## src/rtl/canrx_pkg.sv

```systemverilog
package canrx_pkg;

  localparam int REC_MAX = 13;
  localparam int DLC_MAX = 8;

  typedef struct packed {
    logic        ext;
    logic        rtr;
    logic [3:0]  dlc;
    logic [28:0] id;
    logic [63:0] data;
  } canrx_frame_t;

  typedef enum logic [1:0] {
    ST_IDLE  = 2'd0,
    ST_EVAL  = 2'd1,
    ST_WRITE = 2'd2
  } canrx_state_e;

  // header bytes (info + identifier) for a format
  function automatic logic [4:0] hdr_len(input logic ext);
    return ext ? 5'd5 : 5'd3;
  endfunction

  // full record length; remote frames carry no payload
  function automatic logic [4:0] rec_len(input logic ext, input logic rtr,
                                         input logic [3:0] dlc);
    logic [4:0] n;
    n = hdr_len(ext);
    if (!rtr) n = n + {1'b0, dlc};
    return n;
  endfunction

  // length recovered from a stored information byte
  function automatic logic [4:0] info_len(input logic [7:0] info);
    return rec_len(info[7], info[6], info[3:0]);
  endfunction

endpackage

```

## src/rtl/canrx_serializer.sv

```systemverilog
module canrx_serializer
  import canrx_pkg::*;
(
  input  canrx_frame_t                 frm,
  output logic [REC_MAX-1:0][7:0]      rec,
  output logic [4:0]                   len,
  output logic                         dlc_bad
);

  logic [31:0] id_left;

  // identifier left-aligned so the byte split is the same for both formats
  assign id_left = frm.ext ? {frm.id, 3'b000} : {frm.id[10:0], 21'd0};

  always_comb begin
    rec    = '0;
    rec[0] = {frm.ext, frm.rtr, 2'b00, frm.dlc};
    rec[1] = id_left[31:24];
    rec[2] = id_left[23:16];
    if (frm.ext) begin
      rec[3] = id_left[15:8];
      rec[4] = id_left[7:0];
      for (int i = 0; i < DLC_MAX; i++) begin
        if (!frm.rtr && (4'(i) < frm.dlc)) rec[5+i] = frm.data[8*i +: 8];
      end
    end else begin
      for (int i = 0; i < DLC_MAX; i++) begin
        if (!frm.rtr && (4'(i) < frm.dlc)) rec[3+i] = frm.data[8*i +: 8];
      end
    end
  end

  assign len     = rec_len(frm.ext, frm.rtr, frm.dlc);
  assign dlc_bad = frm.dlc > 4'(DLC_MAX);

endmodule

```

## src/rtl/canrx_byte_store.sv

```systemverilog
module canrx_byte_store #(
  parameter int DEPTH = 64,
  parameter int AW    = $clog2(DEPTH)
) (
  input  logic          clk,
  input  logic          rst_n,
  input  logic          we,
  input  logic [AW-1:0] waddr,
  input  logic [7:0]    wdata,
  input  logic [AW-1:0] ra_addr,
  output logic [7:0]    ra_data,
  input  logic [AW-1:0] rb_addr,
  output logic [7:0]    rb_data
);

  logic [7:0] mem_q [DEPTH];

  always_ff @(posedge clk or negedge rst_n) begin
    if (!rst_n) begin
      for (int i = 0; i < DEPTH; i++) mem_q[i] <= '0;
    end else if (we) begin
      mem_q[waddr] <= wdata;
    end
  end

  assign ra_data = mem_q[ra_addr];
  assign rb_data = mem_q[rb_addr];

endmodule

```

## src/rtl/canrx_release_dec.sv

```systemverilog
module canrx_release_dec
  import canrx_pkg::*;
(
  input  logic [7:0] head_info,
  input  logic       cmd,
  input  logic       have_msg,
  output logic       fire,
  output logic [4:0] len
);

  assign fire = cmd && have_msg;
  assign len  = info_len(head_info);

endmodule

```

## src/rtl/canrx_rec_fifo.sv

```systemverilog
module canrx_rec_fifo
  import canrx_pkg::*;
#(
  parameter int DEPTH = 64
) (
  input  logic                       clk,
  input  logic                       rst_n,
  input  logic                       frm_valid,
  input  logic                       frm_ext,
  input  logic                       frm_rtr,
  input  logic [3:0]                 frm_dlc,
  input  logic [28:0]                frm_id,
  input  logic [63:0]                frm_data,
  output logic                       busy,
  input  logic                       cmd_release,
  input  logic                       cmd_clr_ovr,
  input  logic [3:0]                 win_ofs,
  output logic [7:0]                 win_byte,
  output logic [$clog2(DEPTH+1)-1:0] byte_cnt,
  output logic [$clog2(DEPTH+1)-1:0] msg_cnt,
  output logic                       rx_avail,
  output logic                       ovr_flag,
  output logic                       receiving,
  output logic                       irq_rx,
  output logic                       irq_ovr
);

  localparam int AW = $clog2(DEPTH);
  localparam int CW = $clog2(DEPTH+1);

  function automatic logic [AW-1:0] ring_add(input logic [AW-1:0] base,
                                             input logic [4:0] step);
    int s;
    s = int'(base) + int'(step);
    if (s >= DEPTH) s = s - DEPTH;
    return AW'(s);
  endfunction

  canrx_state_e              state_q;
  canrx_frame_t              frm_q;
  logic [AW-1:0]             wr_ptr_q, start_q;
  logic [3:0]                wr_idx_q;
  logic [CW-1:0]             byte_cnt_q, msg_cnt_q, byte_cnt_d, msg_cnt_d;
  logic                      rx_avail_q, irq_rx_q, ovr_q, irq_ovr_q, recv_q;

  logic [REC_MAX-1:0][7:0]   rec_w;
  logic [4:0]                rec_len_w;
  logic                      dlc_bad_w;
  logic [7:0]                head_info;
  logic [4:0]                rel_len;
  logic                      rel_fire;
  logic [AW-1:0]             win_addr;

  // named internal events
  logic in_eval, in_write, room_short, eval_reject, eval_ovr, store_done;

  canrx_serializer u_ser (
    .frm     (frm_q),
    .rec     (rec_w),
    .len     (rec_len_w),
    .dlc_bad (dlc_bad_w)
  );

  assign win_addr = ring_add(start_q, {1'b0, win_ofs});

  canrx_byte_store #(.DEPTH(DEPTH), .AW(AW)) u_store (
    .clk     (clk),
    .rst_n   (rst_n),
    .we      (in_write),
    .waddr   (wr_ptr_q),
    .wdata   (rec_w[wr_idx_q]),
    .ra_addr (win_addr),
    .ra_data (win_byte),
    .rb_addr (start_q),
    .rb_data (head_info)
  );

  canrx_release_dec u_rel (
    .head_info (head_info),
    .cmd       (cmd_release),
    .have_msg  (msg_cnt_q != '0),
    .fire      (rel_fire),
    .len       (rel_len)
  );

  assign in_eval     = (state_q == ST_EVAL);
  assign in_write    = (state_q == ST_WRITE);
  assign room_short  = (int'(byte_cnt_q) + int'(rec_len_w)) > DEPTH;
  assign eval_reject = in_eval && dlc_bad_w;
  assign eval_ovr    = in_eval && !dlc_bad_w && room_short;
  assign store_done  = in_write && ({1'b0, wr_idx_q} == (rec_len_w - 5'd1));

  always_comb begin
    byte_cnt_d = byte_cnt_q;
    msg_cnt_d  = msg_cnt_q;
    if (store_done) begin
      byte_cnt_d = byte_cnt_d + CW'(rec_len_w);
      msg_cnt_d  = msg_cnt_d + CW'(1);
    end
    if (rel_fire) begin
      byte_cnt_d = byte_cnt_d - CW'(rel_len);
      msg_cnt_d  = msg_cnt_d - CW'(1);
    end
  end

  // frame intake and serial write
  always_ff @(posedge clk or negedge rst_n) begin
    if (!rst_n) begin
      state_q  <= ST_IDLE;
      frm_q    <= '0;
      wr_ptr_q <= '0;
      wr_idx_q <= '0;
      recv_q   <= 1'b0;
    end else begin
      case (state_q)
        ST_IDLE: begin
          if (frm_valid) begin
            frm_q   <= '{ext: frm_ext, rtr: frm_rtr, dlc: frm_dlc,
                         id: frm_id, data: frm_data};
            state_q <= ST_EVAL;
            recv_q  <= 1'b1;
          end
        end
        ST_EVAL: begin
          if (dlc_bad_w || room_short) begin
            state_q <= ST_IDLE;
            recv_q  <= 1'b0;
          end else begin
            state_q  <= ST_WRITE;
            wr_idx_q <= '0;
          end
        end
        ST_WRITE: begin
          wr_ptr_q <= ring_add(wr_ptr_q, 5'd1);
          wr_idx_q <= wr_idx_q + 4'd1;
          if (store_done) begin
            state_q <= ST_IDLE;
            recv_q  <= 1'b0;
          end
        end
        default: state_q <= ST_IDLE;
      endcase
    end
  end

  // read side, counters and flags
  always_ff @(posedge clk or negedge rst_n) begin
    if (!rst_n) begin
      start_q    <= '0;
      byte_cnt_q <= '0;
      msg_cnt_q  <= '0;
      rx_avail_q <= 1'b0;
      irq_rx_q   <= 1'b0;
      ovr_q      <= 1'b0;
      irq_ovr_q  <= 1'b0;
    end else begin
      byte_cnt_q <= byte_cnt_d;
      msg_cnt_q  <= msg_cnt_d;
      if (rel_fire) start_q <= ring_add(start_q, rel_len);
      if (store_done) begin
        rx_avail_q <= 1'b1;
        irq_rx_q   <= 1'b1;
      end else if (rel_fire && (msg_cnt_q == CW'(1))) begin
        rx_avail_q <= 1'b0;
        irq_rx_q   <= 1'b0;
      end
      if (eval_ovr) begin
        ovr_q     <= 1'b1;
        irq_ovr_q <= 1'b1;
      end else if (cmd_clr_ovr) begin
        ovr_q     <= 1'b0;
        irq_ovr_q <= 1'b0;
      end
    end
  end

  assign busy      = (state_q != ST_IDLE);
  assign receiving = recv_q;
  assign byte_cnt  = byte_cnt_q;
  assign msg_cnt   = msg_cnt_q;
  assign rx_avail  = rx_avail_q;
  assign irq_rx    = irq_rx_q;
  assign ovr_flag  = ovr_q;
  assign irq_ovr   = irq_ovr_q;

endmodule

```

## config.mk

```make
export PLATFORM = sky130hd
export DESIGN_NAME = canrx_rec_fifo
export DESIGN_NICKNAME = d
export VERILOG_FILES = /design/src/rtl/canrx_pkg.sv /design/src/rtl/canrx_serializer.sv /design/src/rtl/canrx_byte_store.sv /design/src/rtl/canrx_release_dec.sv /design/src/rtl/canrx_rec_fifo.sv
export SDC_FILE = /design/constraint.sdc
export NUM_CORES = 1
export LEC_CHECK = 0
export CAP_MARGIN = 0
export CORE_UTILIZATION = 40
export CTS_CLUSTER_SIZE = 25
export DETAILED_ROUTE_END_ITERATION = 6
export PLACE_DENSITY = 0.63
export SKIP_CTS_REPAIR_TIMING = 1
export SYNTH_ARGS = -nofsm -noshare
export SYNTH_HDL_FRONTEND = slang
export SYNTH_SLANG_ARGS = --single-unit
```

## constraint.sdc

```tcl
create_clock -name clk -period 5.4 [get_ports clk]
set_clock_uncertainty 0.15 [all_clocks]
set_input_delay 1.08 -clock clk [delete_from_list [all_inputs] [get_ports clk]]
set_output_delay 1.08 -clock clk [all_outputs]
set_load 0.01 [all_outputs]
```

======== After elaboration in Yosys (flattened, before gate mapping) ========
Cells that the tools add are included.
word-level totals
  word-level logic and storage cells ...... 197
  output and inout bits ................... 28
  register bits ........................... 646
operators by class
  magnitude comparators ................... 18
  bitwise logic cells ..................... 3
  reductions and logical operators ........ 28
  add/sub/neg operators ................... 15
  mux-type cells .......................... 47
  equality and inequality tests ........... 8
operator list
  operator             number
  $bwmux 512           1
  $mux 8               14
  $bmux 8 s6           2
  $mux 64              1
  $demux 8 s6          1
  $ge 7x7->1 const B   6
  $bmux 8 s4           1
  $mux 32              1
  $mux 7               4
  $not 6->7            3
  $mux 6               3
  $sub 6x1->6 const B  3
  $lt 3x4->1 const A   4
  $mux 16              1
  $logic_and 1x1->1    14
  $add 5x4->5          2
  $mux 5               2
  $add 7x5->8          1
  $gt 8x7->1 const B   1
  $lt 1x4->1 const A   2
  $lt 2x4->1 const A   2
  $pmux 4 s2           1
  $reduce_bool 2->1    4
  $add 6x1->7 const B  1
  30 further kinds     44

======== Logic depth before layout (Yosys ltp) ========
Gate-level depths: netlist of the first run.
  depth in word-level cells ............... 10
  depth in mapped cells ................... 22
  gate-level depth less buffers ........... 21

======== Hierarchy ========
From an unflattened synthesis of the first run, not the netlist that was laid out.
unflattened totals
  cells, all modules ...................... 2560
  area total of the unflattened synthesis .. 36466.2 um^2
by module, submodules not included
  module             sequential area each (um^2)  area an instance (um^2)  cells each  times used
  canrx_byte_store   12812.3                      27632.8                  1800        1
  canrx_rec_fifo     3353.2                       7419.6                   581         1
  canrx_serializer   0.0                          1265.0                   159         1
  canrx_release_dec  0.0                          148.9                    20          1

======== Least setup slack after synthesis of the first run ========
Ideal clock, no wire load.
  path type ............................... reg-to-reg
  start point ............................. register start_q[1]
  end point ............................... register byte_cnt_q[6] (netlist: byte_cnt[6])
  data arrival time ....................... 5.050 ns
  slack ................................... 0.120 ns
  path buffers ............................ 4
  cell stages (with the launch flop) ...... 21
  required time ........................... 5.170 ns
  library setup time ...................... 0.080 ns
  period minus slack after synthesis ...... 5.280 ns
  path through ............................ dfrtp_1 buf_2 buf_2 clkbuf_1 clkbuf_1 mux4_2 mux4_2 mux4_2 ha_1 a21o_1 a31oi_1 xnor2_1 nand2b_1 ha_1 o21ai_0 nand2b_1 a211oi_1 nand2_1 and3_1 nor3_1 xnor2_1
on the way
  longest elaborated chain between the ends .. 9
ends and longest elaborated chain
  what                                           line                    text
  start: declaration                             canrx_rec_fifo.sv:41    logic [AW-1:0] wr_ptr_q, start_q;
  start signal: assignment                       canrx_rec_fifo.sv:159   if (rel_fire) start_q <= ring_add(start_q, rel_len);
  $not 6->7 (not written as such) (*)            canrx_byte_store.sv:27  assign rb_data = mem_q[rb_addr];
  $bmux 8 s6 (*)                                 canrx_byte_store.sv:27
  $mux 8 (not written as such) (*) (2 in a row)  canrx_byte_store.sv:27
  $mux 3                                         canrx_pkg.sv:22         return ext ? 5'd5 : 5'd3;
  $add 5x4->5                                    canrx_pkg.sv:30         if (!rtr) n = n + {1'b0, dlc};
  $mux 5 (*)                                     canrx_pkg.sv:30
  $sub 7x5->7 (*)                                canrx_rec_fifo.sv:101   byte_cnt_d = byte_cnt_d - CW'(rel_len);
  $mux 7 (*)                                     canrx_rec_fifo.sv:100   if (rel_fire) begin
  via byte_cnt_d[6]                              canrx_rec_fifo.sv:43    logic [CW-1:0] byte_cnt_q, msg_cnt_q, byte_cnt_d, msg_cnt_d;
  end signal: assignment                         canrx_rec_fifo.sv:157   byte_cnt_q <= byte_cnt_d;
  end: declaration                               canrx_rec_fifo.sv:43
Mark *: on every way through the listed nets, which the timed path passes. The rest lies on a longest branch. The select of a mux whose other input is x is not followed.
A chain may end at the register's enable or synchronous reset.

======== Worst setup path after layout of the first run ========
  start point ............................. register start_q[0]
  end point ............................... output port win_byte[2]
on the way
  longest elaborated chain between the ends .. 7
ends and longest elaborated chain
  what                                              line                    text
  $add 6x4->7 (*)                                   canrx_rec_fifo.sv:34    s = int'(base) + int'(step);
  $sub 6x1->6 / $ge 7x7->1 (equally long branches)  canrx_rec_fifo.sv:35    if (s >= DEPTH) s = s - DEPTH;
  $mux 6 (*)                                        canrx_rec_fifo.sv:35
  $not 6->7 (not written as such) (*)               canrx_byte_store.sv:26  assign ra_data = mem_q[ra_addr];
  $bmux 8 s6 (*)                                    canrx_byte_store.sv:26
  $mux 8 (not written as such) (*) (2 in a row)     canrx_byte_store.sv:26
  end: declaration                                  canrx_rec_fifo.sv:18    output logic [7:0] win_byte,
Every way passes the cells marked *; elsewhere a longest branch is shown, timed or not. The select of a mux whose other input is x is not followed.

==> flow_results.org, run 1 <==
** Outcome
- Status :: finished, violations left
- The final reports fail on setup timing.

** Worst hold path
- Hold depth :: 2
- Startpoint of the tightest hold check path :: u_store.mem_q[405]
- Hold WC Path Type :: reg -> reg
- The path with the worst hold slack has its endpoint at u_store.mem_q[405].

** Timing
- Final number of max-transition violations :: 0
- At the pin with the least slew margin, the transition time is 1.351 ns.
- Setup violations remaining at the end of the flow were counted as 3.
- Setup ws final :: -0.02248 ns
- Worst relative slew slack :: 9.606%
- RSZ-0062 raised after global routing :: yes
- The worst path in the final design needs a cycle of 5.422 ns, including I/O delays and setup.
- The count of endpoints failing hold in the final timing report came to 0.
- For this run, the top clock speed supported by timing is 184.4 MHz.
- Fraction of the cycle the final worst path needs :: 100.4%

** CTS
- Clk pin slew, worst setup/hold paths :: 0.06 ns
- For the worst-skew pair, the clock arrives at the later sink with an insertion delay of 0.62 ns.
- # clock sinks :: 646
- CTS buffer count :: 69
- Max Root-Sink Buffers :: 3
- The cell sitting at the root of the clock tree is a sky130_fd_sc_hd__clkbuf_16.
- TritonCTS built the clock tree.
- The H-tree generated during clock tree synthesis spans 3 levels.

** Power
- After layout, the design draws a total of 22.39 mW.
- VDD sags by at most 0.6034 mV.
- Static Leakage :: 17.24 nW
- Dividing total power by cell area gives a power density of 559.3 nW/um2.

** Finish
- Final layout net count :: 3029
- In the final layout, the multi-input gates occupy 16660 um2.
- Syn-to-layout area delta :: 18.94%
- Area taken by flip-flops and latches :: 16170 um2
- Final design utilization :: 47.99%
- The filler cells instantiated in the layout total 7240.
- Fraction of final layout cells with drive strength greater than 1 :: 30.40%

** Floorplanning
- Number of standard-cell rows in the floorplan :: 106
- Once the floorplan was initialized, standard cells occupied 40.35% of the core.
- From bottom edge to top edge, the die measures 292.1 um.
- Top-level I/O count :: 136
- The die covers 85310 um2.
- Measured along the x axis, the die boundary spans 292.1 um.
- The core region is 83420 um2.

** Synth
- Share of the synthesized area in the top cell type :: 48.03%
- Top post-synthesis cells by area :: sky130_fd_sc_hd__dfrtp_1, sky130_fd_sc_hd__mux4_2, sky130_fd_sc_hd__mux2_2
- Instance count of the mapped netlist :: 2740
- Unique cell type count in the Yosys netlist :: 67
- Mapped Area :: 33660 um2
- Syn avg cell area :: 12.28 um2
- Synthesis inferred 646 register bits.
- Dominant cell type by area after synthesis :: sky130_fd_sc_hd__dfrtp_1
- The most common cell in the synthesized netlist is sky130_fd_sc_hd__dfrtp_1.
- In this run, synthesis inferred 0 flip-flops with an integrated enable.
- Fraction of the yosys area taken by sequential cells :: 48.03%
- When the netlist entered floorplanning its net count stood at 2889.
- After synthesis, the share of flip-flops with an asynchronous set or reset is 100.0%.
- By count the netlist is led by sky130_fd_sc_hd__dfrtp_1, sky130_fd_sc_hd__mux4_2, sky130_fd_sc_hd__mux2_2, sky130_fd_sc_hd__nand2_1, sky130_fd_sc_hd__nor2_1.
- In the synthesized netlist the dominant register cell turns out to be sky130_fd_sc_hd__dfrtp_1.
- Synth warn :: 0

** Critical path
- Critical Path Fanout Max :: 5
- Kind of start point of the critical path :: flop
- Worst R2R Start :: start_q[0]
- WP data arrival :: 4.19 ns
- For the worst setup path, the data required time is 4.17 ns.
- Worst reg2reg endpoint :: byte_cnt[6]
- The setup check on the worst reg-to-reg path leaves a slack of 0.20 ns.
- By startpoint and endpoint, the worst setup path is classified as reg -> out.
- Critical path endpoint category :: output port
- Measured in cells, the most critical reg-to-reg path has a length of 20.

** Routing
- Violation count after the first detailed-route iteration :: 2417
- Number of remaining DRC errors :: 0
- First-pass iteration count of the detailed router :: 7
- Dividing the detail-routed wire length by the instance count gives 25.14 um.
- The detail route stage leaves a number of antenna-violating nets equal to 0.
- Aggregate routed wire length :: 101.0 mm
- DR vias :: 24400
- Dividing the detail-routed via count by the number of cells gives 6.070.

** Global route
- For this run, the total global-route usage over all layers was measured as 23.39%.
- Entering global routing, the biggest net connects 132 pins.
- The number of antenna violations at the first check in global routing is 8.
- The number of global-route vias before repair is 24760.
- The total overflow left after global routing is 0.
- Global-route wire length before repair :: 152.0 mm

** Placed design
- Last weighted congestion value of the routability-driven placer :: 0.9118
- Once detailed placement completed, the half-perimeter wirelength came to 68.59 mm.
- Total of buffers placed on input and output ports :: 135

** Run
- The tool flagged a number of max-cap violations equal to 0.
==> worst max-delay path, cell delays in order, from the launching register on <==
cell and delay (ns):
sky130_fd_sc_hd__dfrtp_4 0.53, sky130_fd_sc_hd__buf_16 0.16, sky130_fd_sc_hd__ha_4 0.16, sky130_fd_sc_hd__fa_4 0.89
sky130_fd_sc_hd__buf_6 0.16, sky130_fd_sc_hd__clkbuf_16 0.17, sky130_fd_sc_hd__buf_12 0.11, sky130_fd_sc_hd__mux4_2 0.29
sky130_fd_sc_hd__mux4_2 0.51, sky130_fd_sc_hd__mux2i_1 0.19, sky130_fd_sc_hd__buf_4 0.20, sky130_fd_sc_hd__a21oi_4 0.07
sky130_fd_sc_hd__buf_2 0.14
==> how the worst max path moves through the flow <==
stage          depth (start not counted)          end        from
3_3_place_gp                          10  win_byte[7]  win_ofs[0]
3_5_place_dp                          10  win_byte[7]  win_ofs[0]
5_1_grt                               13  win_byte[0]  start_q[0]
2_1_floorplan                         20  byte_cnt[6]  start_q[1]
6_report                              12  win_byte[2]  start_q[0]
4_1_cts                               10  win_byte[7]  win_ofs[0]
==> cell usage in the layout (no fill, tap or decap), types with 33 or more instances in the layout <==
cell type,n
sky130_fd_sc_hd__nor2_1,242
sky130_fd_sc_hd__mux4_2,285
sky130_fd_sc_hd__o21ai_0,209
sky130_fd_sc_hd__clkdlybuf4s50_1,124
sky130_fd_sc_hd__dfrtp_1,643
sky130_fd_sc_hd__buf_4,104
sky130_fd_sc_hd__nand2_1,255
sky130_fd_sc_hd__a21oi_1,202
sky130_fd_sc_hd__ha_1,33
sky130_fd_sc_hd__clkbuf_16,81
sky130_fd_sc_hd__mux2_2,270
==> kinds of logic (layout without fill, tap and decap cells) <==
family,Yosys count,count (layout),synth area share [%]
adders and majority gates,41,41,1.658
xor gates and xnor gates,34,34,0.8847
buffers and inverters,265,459,3.279
DFF,646,646,48.03
and+or+nand+nor,611,611,7.576
other,0,5,0
muxes,585,585,28.99
AOI/OAI and AO/OA,558,558,9.583
==> metrics by stage <==
stage | setup TNS [ns] | std cells | cell area (um2) | setup WS (ns) | hold WS [ns]
after floorplan | 0 | 2740 | 33660 | 0.1197 | 0.2946
after global placement | -4.000 | 3857 | 36810 | -0.5624 | 0.3118
after detailed placement | -4.030 | 3857 | 36810 | -0.5674 | 0.3254
after CTS | -4.128 | 3982 | 39200 | -0.5779 | 0.3371
after global routing | -0.4387 | 4018 | 40030 | -0.07226 | 0.3549
final | -0.05109 | 4019 | 40030 | -0.02248 | 0.3356
==> state kept, by name (all words and copies together) (netlist names) <==
signal         flops
wr_ptr_q           6
u_store.mem_q    512
byte_cnt           7
wr_idx_q           4
irq_ovr            1
irq_rx             1
receiving          1
frm_q             99
msg_cnt            7
start_q            6
state_q            2
==> power by group <==
| part | internal, mW | total (mW) | switching [mW] |
|---|---|---|---|
| Combinational | 4.99 | 10.9 | 5.93 |
| Sequential | 5.63 | 6.47 | 0.838 |
| Clock | 2.99 | 5.01 | 2.02 |
==> layer usage <==
layer / up-vias / share of wire [%] / track usage, %
li1: 10380 / - / -
met5: - / 0.013 / 0
met4: 2 / 3.8 / 10.12
met1: 12640 / 40 / 30.52
met3: 233 / 7.8 / 4.613
met2: 1139 / 49 / 37.97
==> cell type report <==
cell class                      instances  share of cell area [%]
Multi-Input combinational cell       1829                   41.62
Sequential cell                       646                   40.40
Timing Repair Buffer                  299                   8.273
Clock buffer                          101                   5.144
Tap cell                             1080                   3.375
Clock inverter                         24                  0.8313
Inverter                               35                  0.3282
Antenna cell                            5                 0.03125
No activity file was read; power rests on OpenSTA's default activity.
==> run 2, diff against run 1 <==
--- a/config.mk
+++ b/config.mk
@@ -7,9 +7,10 @@
 export LEC_CHECK = 0
 export CAP_MARGIN = 0
 export CORE_UTILIZATION = 40
-export CTS_CLUSTER_SIZE = 25
+export CTS_CLUSTER_SIZE = 30
 export DETAILED_ROUTE_END_ITERATION = 6
 export PLACE_DENSITY = 0.63
+export SETUP_SLACK_MARGIN = 0.05
 export SKIP_CTS_REPAIR_TIMING = 1
 export SYNTH_ARGS = -nofsm -noshare
 export SYNTH_HDL_FRONTEND = slang
==> flow_results.org, run 2 (synthesized netlist as in run 1, its figures left out) <==
** Placed design
- The weighted congestion reported at the end of routability-driven placement came to 0.9118 (unchanged).
- Total of buffers placed on input and output ports :: 135 (unchanged)
- The total half-perimeter wirelength after legalization and detailed placement is 68.59 mm (unchanged).
- The placed cell area was 36810 um2 (unchanged).
- DP Worst Slack :: -0.5674 ns (unchanged)
- The post-placement cell count is 3857 (unchanged).

** Finish
- The number of flip-flops under the largest register name was 512 (unchanged).
- Fraction of final layout cells with drive strength greater than 1 :: 30.44% (+0.034 points)
- The top cell types in the final layout, fill and taps aside, are sky130_fd_sc_hd__dfrtp_1, sky130_fd_sc_hd__mux4_2, sky130_fd_sc_hd__mux2_2, sky130_fd_sc_hd__nand2_1, sky130_fd_sc_hd__nor2_1.
- The area growth from synthesis to layout came to 19.04% (about the same).
- Final design area excluding fillers :: 40070 um2 (about the same)
- The final non-filler cell total was 4020 (+0.025%).
- Final layout net count :: 3029 (unchanged)
- Largest registers :: u_store.mem_q: 512 flops, frm_q: 99 flops
- Largest register by flop count :: u_store.mem_q
- The library cell used most frequently in the layout, excluding fill and tap cells, is sky130_fd_sc_hd__dfrtp_1.

** Worst hold path
- The path with the worst hold slack has its endpoint at u_store.mem_q[405].
- The startpoint identified for the worst hold timing path is u_store.mem_q[405].
- In this run the worst hold path is classified as reg -> reg.
- The worst hold path cell count came to 2 (unchanged).

** Outcome
- The checks that failed: setup timing.
- The run finished, with violations left.

** Critical path
- STA classifies the critical path startpoint as a flop.
- The worst register-to-register path begins at start_q[0].
- Critical path required time :: 4.17 ns (about the same)
- Worst Path Class, Setup :: reg -> out
- The biggest cell delay along the critical path is 0.89 ns (about the same).
- The length in cells of the worst reg-to-reg path was 18 (-10%).
- Crit path cell chain :: buf_16 -> ha_4 -> fa_4 -> buf_6 -> clkbuf_16 -> buf_12 -> mux4_2 -> mux4_2 -> mux2i_1 -> buf_4 -> a21oi_4 -> buf_2
- Critical Path Fanout Max :: 5 (unchanged)
- The slowest stage of the critical path is the sky130_fd_sc_hd__fa_4 cell.
- Worst reg2reg endpoint :: byte_cnt[6]
- WP data arrival :: 4.21 ns (+0.02 ns)
- The count of buffer and inverter cells on the critical path was 6 (unchanged).
- The internal reg-to-reg setup slack was 0.23 ns (+0.03 ns).
- Critical path endpoint category :: output port
- Cell family contributing the most delay on the critical path :: adder cells
- Counting stages on the worst path, the most repeated cell is sky130_fd_sc_hd__mux4_2.

** CTS
- The latest clock arrival within the worst-skew pair was 0.62 ns (about the same).
- Clk pin slew, worst setup/hold paths :: 0.06 ns (about the same)
- Clock tree root driver cell :: sky130_fd_sc_hd__clkbuf_16
- The CTS H-tree depth was 3 (unchanged).
- The CTS buffer count was 69 (unchanged).
- Max Root-Sink Buffers :: 3 (unchanged)
- TritonCTS built the clock tree.
- # clock sinks :: 646 (unchanged)

** Floorplanning
- Die footprint :: 85310 um2 (unchanged)
- The number of I/O pins came to 136 (unchanged).
- The effective utilization at floorplan came to 40.35% (unchanged).
- Number of standard-cell rows in the floorplan :: 106 (unchanged)
- The chip height is 292.1 um (unchanged).
- Die Wd :: 292.1 um (unchanged)
- Core region area :: 83420 um2 (unchanged)

** Timing
- The relative max-transition margin came to 4.526% (-5.1 points).
- The number of failing setup endpoints in the final timing report is 5 (+2).
- Final critical-path required period :: 5.441 ns (+0.01897 ns)
- Slew of the pin with the lowest slew margin :: 1.427 ns (+0.07593 ns)
- The final-report max-slew violation count is 0 (unchanged).
- Setup ws final :: -0.04145 ns (-0.01897 ns)
- Fraction of the cycle the final worst path needs :: 100.8% (+0.35 points)
- The count of endpoints failing hold in the final timing report came to 0 (unchanged).
- The sum of negative setup slack came to -0.06801 ns (-0.01691 ns).
- Setup repair after global routing could not meet its margin everywhere.
- Max Fclk :: 183.8 MHz (-0.35%)

** Routing
- DR top layer :: met5
- The total number of vias was 24340 (-0.24%).
- The met2 wire length was 48.91 mm (-0.28%).
- Aggregate routed wire length :: 101.0 mm (about the same)
- The total DRC errors in the routed layout came to 0 (unchanged).
- Violation count after the first detailed-route iteration :: 2342 (-3.1%)
- Met1 Wirelength :: 40.28 mm (about the same)
- First-pass iteration count of the detailed router :: 5 (-2)
- The detailed-route vias per instance is 6.054 (-0.27%).
- Count of nets left with antenna violations after detail routing :: 0 (unchanged)
- The amount of wire on met3 after detailed routing was 7.859 mm (-0.17%).
- The detailed-route wire length per cell came to 25.13 um (about the same).

** Global route
- The wire length of the first global-routing pass was 152.0 mm (unchanged).
- The all-layer global routing usage was 23.39% (unchanged).
- Pin count of the biggest net entering global routing :: 132 (unchanged)
- The total congestion overflow after global routing came to 0 (unchanged).
- The number of global-route vias before repair came to 24760 (unchanged).
- The number of antenna violations at the first check in global routing came to 7 (-1).

** Power
- Power density relative to cell area :: 560.0 nW/um2 (+0.13%)
- The standby leakage power is 17.24 nW (about the same).
- Worst IR Drop VDD :: 0.6012 mV (-0.36%)
- Total chip power :: 22.44 mW (+0.22%)

** Run
- The number of max-cap violations came to 0 (unchanged).
-- run 2: worst max-delay path by stage --
stage	start	endpoint	slack, ns	depth (start not counted)
3_3_place_gp	win_ofs[0]	win_byte[7]	-0.56	10
5_1_grt	start_q[0]	win_byte[0]	-0.08	13
2_1_floorplan	start_q[1]	byte_cnt[6]	0.12	20
3_5_place_dp	win_ofs[0]	win_byte[7]	-0.57	10
4_1_cts	win_ofs[0]	win_byte[7]	-0.58	10
6_report	start_q[0]	win_byte[2]	-0.04	12
-- run 2: area by class of cell --
class | instances | area, um2
repair buffers | 299 | 3323
multi-input cells | 1829 | 16680
diodes | 6 | 15.01
clock inverters | 24 | 332.8
well taps | 1080 | 1351
clock buffers | 101 | 2059
flip-flops and latches | 646 | 16170
fillers | 7235 | 43350
inverters | 35 | 131.4
-- run 2: tightest hold or removal path, delay by kind of cell (launching register included) --
family / cells / cell delay (ns)
compound gates: 1 / 0.06
flops: 1 / 0.34
simple gates: 1 / 0.05
-- run 2: power by group --
part	total [mW]	leakage, nW	internal [mW]	switching, mW
combinational	11.0	7.36	5.01	5.95
sequential	6.46	8.71	5.63	0.836
clock	5.01	1.17	2.99	2.02
total	22.4	17.2	13.6	8.81
-- run 2: metrics by stage --
step / util [%] / hold WS (ns)
after floorplan: - / 0.2946
after global placement: 44.12 / 0.3118
after detailed placement: 44.12 / 0.3254
after CTS: 46.99 / 0.3371
after global routing: 48.03 / 0.3549
final: 48.03 / 0.3352
-- run 2: layer usage --
| metal | global-route usage [%] | vias up |
|---|---|---|
| met5 | 0 | - |
| met4 | 10.12 | 2 |
| met3 | 4.613 | 244 |
| met2 | 37.97 | 1171 |
| met1 | 30.52 | 12530 |
| li1 | - | 10390 |
